### src/rtl/espi_eng_pkg.sv
package espi_eng_pkg;

  typedef enum logic [2:0] {
    OP_CS_OPEN   = 3'd0,
    OP_CS_CLOSE  = 3'd1,
    OP_SEND      = 3'd2,
    OP_RECV      = 3'd3,
    OP_TURN      = 3'd4,
    OP_CRC_CLEAR = 3'd5,
    OP_CRC_READ  = 3'd6,
    OP_LINK_RST  = 3'd7
  } engOp_t;

  // strobes from the control FSM to the datapath
  typedef struct packed {
    logic csLow;
    logic csHigh;
    logic oeOff;
    logic loadTx;
    logic shiftTx;
    logic sampleRx;
    logic sckSet;
    logic sckClr;
    logic finishRx;
    logic crcClear;
    logic crcRead;
    logic setRst;
    logic done;
  } engStrobe_t;

  // one byte through the x^8+x^2+x+1 generator, MSB first
  function automatic logic [7:0] crc8Fold(input logic [7:0] acc, input logic [7:0] din);
    logic [7:0] r;
    r = acc ^ din;
    for (int i = 0; i < 8; i++) begin
      r = r[7] ? ((r << 1) ^ 8'h07) : (r << 1);
    end
    return r;
  endfunction

endpackage

### src/rtl/espi_eng_ctrl.sv
module espi_eng_ctrl
  import espi_eng_pkg::*;
#(
  parameter int CLK_DIV  = 5,
  parameter int SCK_HIGH = 2,
  parameter int TAR_W    = 4
) (
  input  logic             clk,
  input  logic             rstN,
  input  logic             cmdValid,
  input  logic [2:0]       cmdOp,
  input  logic [7:0]       cmdData,
  output logic             cmdReady,
  output engStrobe_t       strobe
);

  localparam int SCK_LOW = CLK_DIV - SCK_HIGH;
  localparam int PH_W    = (CLK_DIV > 2) ? $clog2(CLK_DIV) : 1;
  localparam int CNT_W   = (TAR_W > 3) ? TAR_W : 3;
  localparam logic [PH_W-1:0] PH_RISE = PH_W'(SCK_LOW - 1);
  localparam logic [PH_W-1:0] PH_LAST = PH_W'(CLK_DIV - 1);

  typedef enum logic [1:0] {S_IDLE, S_BYTE, S_TURN} ctlState_t;

  ctlState_t        state;
  logic [PH_W-1:0]  phase;
  logic [CNT_W-1:0] pulseCnt;
  logic [CNT_W-1:0] pulseLast;
  logic             isRecv;

  logic             accept;
  logic [CNT_W-1:0] turnLen;
  logic             endOfPulse;
  logic             lastPulse;

  assign cmdReady   = (state == S_IDLE);
  assign accept     = cmdValid && cmdReady;
  assign turnLen    = CNT_W'(cmdData[TAR_W-1:0]);
  assign endOfPulse = (state != S_IDLE) && (phase == PH_LAST);
  assign lastPulse  = (pulseCnt == pulseLast);

  always_comb begin
    strobe = '0;
    if (accept) begin
      unique case (engOp_t'(cmdOp))
        OP_CS_OPEN:   begin strobe.csLow = 1'b1;    strobe.done = 1'b1; end
        OP_CS_CLOSE:  begin strobe.csHigh = 1'b1;   strobe.done = 1'b1; end
        OP_SEND:      strobe.loadTx = 1'b1;
        OP_RECV:      ;
        OP_TURN:      begin
          strobe.oeOff = 1'b1;
          strobe.done  = (turnLen == '0);
        end
        OP_CRC_CLEAR: begin strobe.crcClear = 1'b1; strobe.done = 1'b1; end
        OP_CRC_READ:  begin strobe.crcRead = 1'b1;  strobe.done = 1'b1; end
        OP_LINK_RST:  begin strobe.setRst = 1'b1;   strobe.done = 1'b1; end
        default:      ;
      endcase
    end
    if (state != S_IDLE && phase == PH_RISE) begin
      strobe.sckSet   = 1'b1;
      strobe.sampleRx = (state == S_BYTE);
    end
    if (endOfPulse) begin
      strobe.sckClr = 1'b1;
      if (lastPulse) begin
        strobe.done     = 1'b1;
        strobe.finishRx = (state == S_BYTE) && isRecv;
      end else if (state == S_BYTE) begin
        strobe.shiftTx  = 1'b1;
      end
    end
  end

  always_ff @(posedge clk) begin
    if (!rstN) begin
      state     <= S_IDLE;
      phase     <= '0;
      pulseCnt  <= '0;
      pulseLast <= '0;
      isRecv    <= 1'b0;
    end else begin
      if (accept) begin
        phase    <= '0;
        pulseCnt <= '0;
        if (engOp_t'(cmdOp) == OP_SEND || engOp_t'(cmdOp) == OP_RECV) begin
          state     <= S_BYTE;
          pulseLast <= CNT_W'(7);
          isRecv    <= (engOp_t'(cmdOp) == OP_RECV);
        end else if (engOp_t'(cmdOp) == OP_TURN && turnLen != '0) begin
          state     <= S_TURN;
          pulseLast <= turnLen - CNT_W'(1);
          isRecv    <= 1'b0;
        end
      end else if (state != S_IDLE) begin
        if (endOfPulse) begin
          phase    <= '0;
          pulseCnt <= pulseCnt + CNT_W'(1);
          if (lastPulse) begin
            state <= S_IDLE;
          end
        end else begin
          phase <= phase + PH_W'(1);
        end
      end
    end
  end

endmodule

### src/rtl/espi_eng_dp.sv
module espi_eng_dp
  import espi_eng_pkg::*;
(
  input  logic       clk,
  input  logic       rstN,
  input  engStrobe_t strobe,
  input  logic [7:0] cmdData,
  input  logic       io1In,
  input  logic       alertNIn,
  output logic       cmdDone,
  output logic [7:0] rdData,
  output logic       csN,
  output logic       sck,
  output logic       io0,
  output logic       io0Oe,
  output logic       linkRstN,
  output logic       alertSeen
);

  logic [7:0] txShift;
  logic [7:0] rxShift;
  logic [7:0] crcAcc;
  logic [1:0] alertSync;

  assign alertSeen = alertSync[1];

  always_ff @(posedge clk) begin
    if (!rstN) begin
      csN       <= 1'b1;
      sck       <= 1'b0;
      io0       <= 1'b0;
      io0Oe     <= 1'b0;
      txShift   <= '0;
      rxShift   <= '0;
      crcAcc    <= '0;
      rdData    <= '0;
      cmdDone   <= 1'b0;
      linkRstN  <= 1'b0;
      alertSync <= '0;
    end else begin
      cmdDone   <= strobe.done;
      alertSync <= {alertSync[0], ~alertNIn};

      if (strobe.csLow) begin
        csN   <= 1'b0;
        io0Oe <= 1'b1;
      end else if (strobe.csHigh) begin
        csN   <= 1'b1;
        io0Oe <= 1'b0;
      end else if (strobe.oeOff) begin
        io0Oe <= 1'b0;
      end

      if (strobe.sckSet) begin
        sck <= 1'b1;
      end else if (strobe.sckClr) begin
        sck <= 1'b0;
      end

      if (strobe.loadTx) begin
        txShift <= cmdData;
        io0     <= cmdData[7];
      end else if (strobe.shiftTx) begin
        txShift <= {txShift[6:0], 1'b0};
        io0     <= txShift[6];
      end

      if (strobe.sampleRx) begin
        rxShift <= {rxShift[6:0], io1In};
      end

      if (strobe.crcClear) begin
        crcAcc <= '0;
      end else if (strobe.finishRx) begin
        crcAcc <= crc8Fold(crcAcc, rxShift);
      end

      if (strobe.finishRx) begin
        rdData <= rxShift;
      end else if (strobe.crcRead) begin
        rdData <= crcAcc;
      end

      if (strobe.setRst) begin
        linkRstN <= cmdData[0];
      end
    end
  end

endmodule

### src/rtl/espi_shift_engine.sv
module espi_shift_engine
  import espi_eng_pkg::*;
#(
  parameter int CLK_DIV  = 5,
  parameter int SCK_HIGH = 2,
  parameter int TAR_W    = 4
) (
  input  logic       clk,
  input  logic       rstN,
  input  logic       cmdValid,
  input  logic [2:0] cmdOp,
  input  logic [7:0] cmdData,
  output logic       cmdReady,
  output logic       cmdDone,
  output logic [7:0] rdData,
  output logic       espiCsN,
  output logic       espiSck,
  output logic       espiIo0,
  output logic       espiIo0Oe,
  input  logic       espiIo1,
  output logic       espiRstN,
  input  logic       espiAlertN,
  output logic       alertSeen
);

  engStrobe_t strobe;

  espi_eng_ctrl #(
    .CLK_DIV (CLK_DIV),
    .SCK_HIGH(SCK_HIGH),
    .TAR_W   (TAR_W)
  ) u_ctrl (
    .clk     (clk),
    .rstN    (rstN),
    .cmdValid(cmdValid),
    .cmdOp   (cmdOp),
    .cmdData (cmdData),
    .cmdReady(cmdReady),
    .strobe  (strobe)
  );

  espi_eng_dp u_dp (
    .clk      (clk),
    .rstN     (rstN),
    .strobe   (strobe),
    .cmdData  (cmdData),
    .io1In    (espiIo1),
    .alertNIn (espiAlertN),
    .cmdDone  (cmdDone),
    .rdData   (rdData),
    .csN      (espiCsN),
    .sck      (espiSck),
    .io0      (espiIo0),
    .io0Oe    (espiIo0Oe),
    .linkRstN (espiRstN),
    .alertSeen(alertSeen)
  );

endmodule

### config.mk
export PLATFORM = sky130hd
export DESIGN_NAME = espi_shift_engine
export DESIGN_NICKNAME = d
export VERILOG_FILES = /design/src/rtl/espi_eng_pkg.sv /design/src/rtl/espi_eng_ctrl.sv /design/src/rtl/espi_eng_dp.sv /design/src/rtl/espi_shift_engine.sv
export SDC_FILE = /design/constraint.sdc
export NUM_CORES = 1
export LEC_CHECK = 0
export ABC_AREA = 1
export CORE_ASPECT_RATIO = 0.5
export CORE_MARGIN = 4
export CORE_UTILIZATION = 56
export CTS_CLUSTER_SIZE = 40
export DETAILED_ROUTE_END_ITERATION = 7
export PLACE_DENSITY = 0.76
export SYNTH_ARGS = -nofsm -noshare
export SYNTH_HDL_FRONTEND = slang
export SYNTH_HIERARCHICAL = 1
export SYNTH_SLANG_ARGS = --single-unit
### constraint.sdc
create_clock -name clk -period 2.36 [get_ports clk]
set_input_delay 0.472 -clock clk [delete_from_list [all_inputs] [get_ports clk]]
set_output_delay 0.472 -clock clk [all_outputs]
set_load 0.01 [all_outputs]
* After elaboration in Yosys (flattened, before gate mapping)
Cells that the tools add are included.
** Storage, ports and cells
- Register bits after elaboration :: 53
- Input bits :: 16
- Word-level logic and storage cells :: 118
** Operators by class
- Multiplexer cells :: 50
- Add/subtract/negate cells :: 3
- Reductions and logical operators :: 26
- Bitwise gates (word level) :: 11
- Equality and inequality tests :: 12
** Operators by type and width (number)
- 3-bit two-way mux :: 9
- 1-bit two-way mux :: 24
- 3-bit NOT :: 8
- 2-bit nonzero test :: 9
- 2-bit two-way mux :: 8
- 4-bit two-way mux :: 4
- 8-bit two-way mux :: 2
- 3-bit == test, second input constant :: 5
- 7-bit two-way mux :: 2
- 3-bit by 2-bit == test with 1-bit output, second input constant :: 3
- 8-bit XOR :: 1
- 1-bit logical AND :: 5
- 5-bit OR reduction :: 1
- 4-bit by 1-bit adder with 4-bit output, second input constant :: 1
- 4-bit == test :: 1
- 4-bit zero test :: 1
- 2-bit AND reduction :: 2
- 4-bit AND reduction :: 1
- 4-bit nonzero test :: 1
- 2-bit OR reduction :: 2
- 4-bit by 1-bit subtractor with 4-bit output, second input constant :: 1
- 3-bit by 1-bit adder with 3-bit output, second input constant :: 1
- 3-bit by 1-bit == test with 1-bit output, second input constant :: 1
- 3-bit zero test :: 1
- other kinds (7) :: 8

* Longest topological paths before layout
- Depth after elaboration :: 17
- Depth in mapped cells :: 14

* Cells and area by module
Netlist, hierarchy kept.
** By module, submodules not included
- espi_eng_dp :: times used 1, cells an instance 271, area each 1841.8 sq um, sequential area each 780.7 sq um
- espi_eng_ctrl :: times used 1, cells an instance 135, area each 938.4 sq um, sequential area each 280.3 sq um

* Least setup slack after synthesis
OpenSTA, ideal clock, no wires.
- Path type :: reg2reg
- Start point :: register u_ctrl.phase[0]
- End point :: register u_dp.rdData[7]
- Path slack :: 458 ps
- Clock period less this slack :: 1902 ps
- Path buffers :: 1
- Cell stages (with the launch flop) :: 13
- Library setup time :: 110 ps
- Data required time :: 2250 ps
- Arrival time :: 1792 ps
- Cell sequence :: dfxtp_1 > inv_1 > ha_1 > nand2_1 > nor2_4 > nand3_1 > nor2_1 > nor2_1 > buf_2 > a22oi_1 > o21ai_0 > nand2_1 > inv_1
** RTL lines
- from (decl) :: RTL line espi_eng_ctrl.sv:26 : logic [PH_W-1:0] phase;
- from (signal assigned) :: RTL line espi_eng_ctrl.sv:103 : phase <= phase + PH_W'(1);
- to (signal assigned) :: RTL line espi_eng_dp.sv:79 : rdData <= rxShift;
- to (signal assigned) :: RTL line espi_eng_dp.sv:81 : rdData <= crcAcc;
- to (decl) :: RTL line espi_eng_dp.sv:11 : output logic [7:0] rdData,

==> reports/qor.yml <==
detailed_routing:
  drc: 0
  dr.pass1.iters: 5
  wl_per_cell_um: 12.44
  viasPerCell: 5.209
  drt_iter0_drc: 142
  wirelength_um: 6295
  vias: 2636
  ant_nets: 0
setup_path:
  startpoint: "u_ctrl/phase[0]"
  worst_setup_path_end_kind: "flip-flop"
  path_cells: "inv_1 -> ha_1 -> nand2_1 -> nor2_4 -> nand3_1 -> nor2_1 -> inv_1 -> nor2_1 -> inv_1 -> o211ai_1 -> nand2_1 -> inv_1"
  path_class: "reg2reg"
  critPathArrivalTime_ps: 2320
  max_stage_delay_ps: 320
  reg2reg_to: "u_dp/txShift[2]"
  crit_required_ps: 2630
  r2r-start: "u_ctrl/phase[0]"
  r2r_slack_ps: 310
  cp_slowest_cell: "dfxtp_1"
  cp_common_cell: "inv_1"
  worst-r2r-cell-count: 12
  setup.worst_path.end: "u_dp/txShift[2]"
  worstSetupStartpointType: "flip-flop"
  crit_fanout: 7
logic_synthesis:
  synthTopCellsByArea: "dfxtp_1 38%, nand2_1 16%, inv_1 8.1%"
  async_flop_share_pct: 0
  synth_seq_cells: 53
  synth.top_cell.area_share_pct: 38.16
  syn_inst: 406
  synth_largest_area_cell: "dfxtp_1"
  syn_nets: 427
  yosysWarnings: 6
  synth_edf_count: 0
  synth_cell_types: 35
  syn-cell-area_um2: 2780
  yosysSeqAreaShare_pct: 38.16
  ys.flop_type: "dfxtp_1"
  syn_area_per_cell_um2: 6.848
timing:
  finalSetupTns_ps: 0
  drv_slew: 0
  tightest_slew_ps: 593.5
  fmax_ghz: 0.4880
  worst_slew_margin_rel_pct: 60.07
  fin_crit_ps: 2049
  setup_viol: 0
  fin_crit_sh_pct: 86.83
  clock_skew_ps: 6.305
  fin_ws_ps: 310.8
  hold_violations: 0
  rsz0062_at_grt: "false"
cts:
  clkLatencyLatePin_ps: 310
  cts.sinks: 53
  post-cts-setup-buffers: 0
  clock-root-buffer: "clkbuf_8"
  cts_buffer_depth: 2
  clkSlewWorstSetupHoldPaths_ps: 100
  holdBufCountCts: 0
  htree_levels: 2
  ctsResizeCount: 0
  cts_made_buffers: 5
  cts_tree: "yes"
power:
  peakVddDrop_v: 0.0002953
  powerDensity_nw_per_um2: 527.6
  p_leak_uw: 0.001458
floorplan:
  die_area_um2: 6225
  die_x_um: 107.6
  initial_utilization_pct: 60.51
  rows: 17
  ios: 32
  core_area_um2: 4594
  dieHeight_um: 57.83
global_routing:
  track_usage_pct: 21.69
  grt_pass1_vias: 2450
  grt_max_degree: 22
  antenna_found_initial: 0
  grt_overflow: 0
  grt_pass1_wl_um: 10800
hold_path:
  hold_class: "reg2reg"
  min_delay_path_depth: 2
finish:
  drive_gt1_share_pct: 9.773
  area_delta_synth_final_pct: 18.05
  stdcell_count: 506
  fin_nets: 460
  finish.utilization_pct: 71.43
  antenna_cells: 0
placement:
  portBuffers: 31
  dp_slack_ps: -12.35
  dp.cells: 498
  gp_congestion: 0.8536
  dp_hpwl_um: 4646
run_status:
  status: "completed"
job:
  cap_violations: 0
[kinds of logic (layout without fill, tap and decap cells)]
logic type	after synthesis	after routing	share of synthesized area, %
flops	53	53	38.16
fa+ha+maj	5	5	2.250
compound gates	74	74	15.03
buf+inv	78	112	11.57
simple gates	186	186	29.84
xor+xnor	10	10	3.150
[worst max-delay path, delay by kind of cell, from the launching register on]
family / cells / cell delay [ps]
AOI/OAI and AO/OA: 1 / 190
and+or+nand+nor: 6 / 980
buffers and inverters: 4 / 350
DFF: 1 / 320
adders and majority gates: 1 / 160
[cell usage after synthesis (2+ instances only)]
cell and number:
nand3_1 20, nand2_1 116, nor2_1 23, buf_4 2, nand2_2 9, nor3_1 6, dfxtp_1 53, o21ai_0 21
xnor2_1 4, o211ai_1 6, ha_1 5, o221ai_1 2, nor4_1 2, buf_2 4, a22oi_1 6, nor2_4 3
inv_2 5, o31ai_1 2, clkbuf_1 3, o21ai_1 6, nand2_4 2, inv_1 60, xor2_1 6, a21oi_1 29
[layer usage]
metal  GRT usage (%)  vias to the layer above  part of all wire [%]
met5               0                        -                     0
li1                -                     1349                     -
met4           6.475                        0                  0.87
met3           5.784                        7                   4.8
met1           25.73                     1223                    45
met2           38.96                       57                    49
[stage by stage]
stage                     hold WS [ps]  cell area (µm²)  power (µW)
after detailed placement         400.6             3157        1097
after global routing             457.0             3282        1812
final                            421.0             3282        1732
after CTS                        425.9             3277        1747
after floorplan                  390.5             2780        1033
after global placement           396.7             3157        1093
[area by class of cell]
class	instances	area, µm²
sequential	53	1061
multi-input combinational	275	1403
clock buffer	6	82.58
tap	66	82.58
clock inverter	2	37.54
fill	407	1313
timing repair buffer	36	347.8
inverter	68	267.8
[worst min-delay path by stage]
stage	startpoint	end	slack, ps
6_report	u_dp/alertSync[0]	u_dp/alertSync[1]	420
5_1_grt	u_dp/alertSync[0]	u_dp/alertSync[1]	460
4_1_cts	u_dp/alertSync[0]	u_dp/alertSync[1]	430
3_5_place_dp	u_dp/alertSync[0]	u_dp/alertSync[1]	400
3_3_place_gp	u_dp/alertSync[0]	u_dp/alertSync[1]	400
2_1_floorplan	u_dp/alertSync[0]	u_dp/alertSync[1]	390
[placed cells by master, fill, tap and decap left out, drive strengths merged]
master	synthesis	routed
o221ai	2	2
clkinvlp	0	1
or2	1	1
clkdlybuf4s50	0	31
o21ai	27	27
bufinv	0	1
nand2	127	127
a22oi	6	6
nor3	7	7
a21oi	30	30
ha	5	5
clkinv	1	1
nand3	21	21
xor2	6	6
a31oi	1	1
nor2	28	28
xnor2	4	4
buf	6	5
dfxtp	53	53
nor4	2	2
o31ai	2	2
inv	67	67
o211ai	6	6
clkbuf	4	6
[flip-flops by register name, indices dropped and copies added (netlist names)]
name / flops
u_dp/txShift: 7
u_dp/sck: 1
u_dp/io0: 1
u_dp/rdData: 8
u_ctrl/state: 2
u_ctrl/isRecv: 1
u_dp/cmdDone: 1
u_ctrl/phase: 3
u_dp/crcAcc: 8
u_ctrl/pulseLast: 4
u_dp/rxShift: 8
u_dp/csN: 1
u_dp/alertSync: 2
u_dp/linkRstN: 1
u_dp/io0Oe: 1
u_ctrl/pulseCnt: 4
[report_power, final]
group	switching, µW	leakage [µW]	internal (µW)
sequential	8.35	0.000429	909
clock	308	0.0000574	345
combinational	94.6	0.000972	66.8
total	411	0.00146	1320
Power figures use the tool's default switching activity.
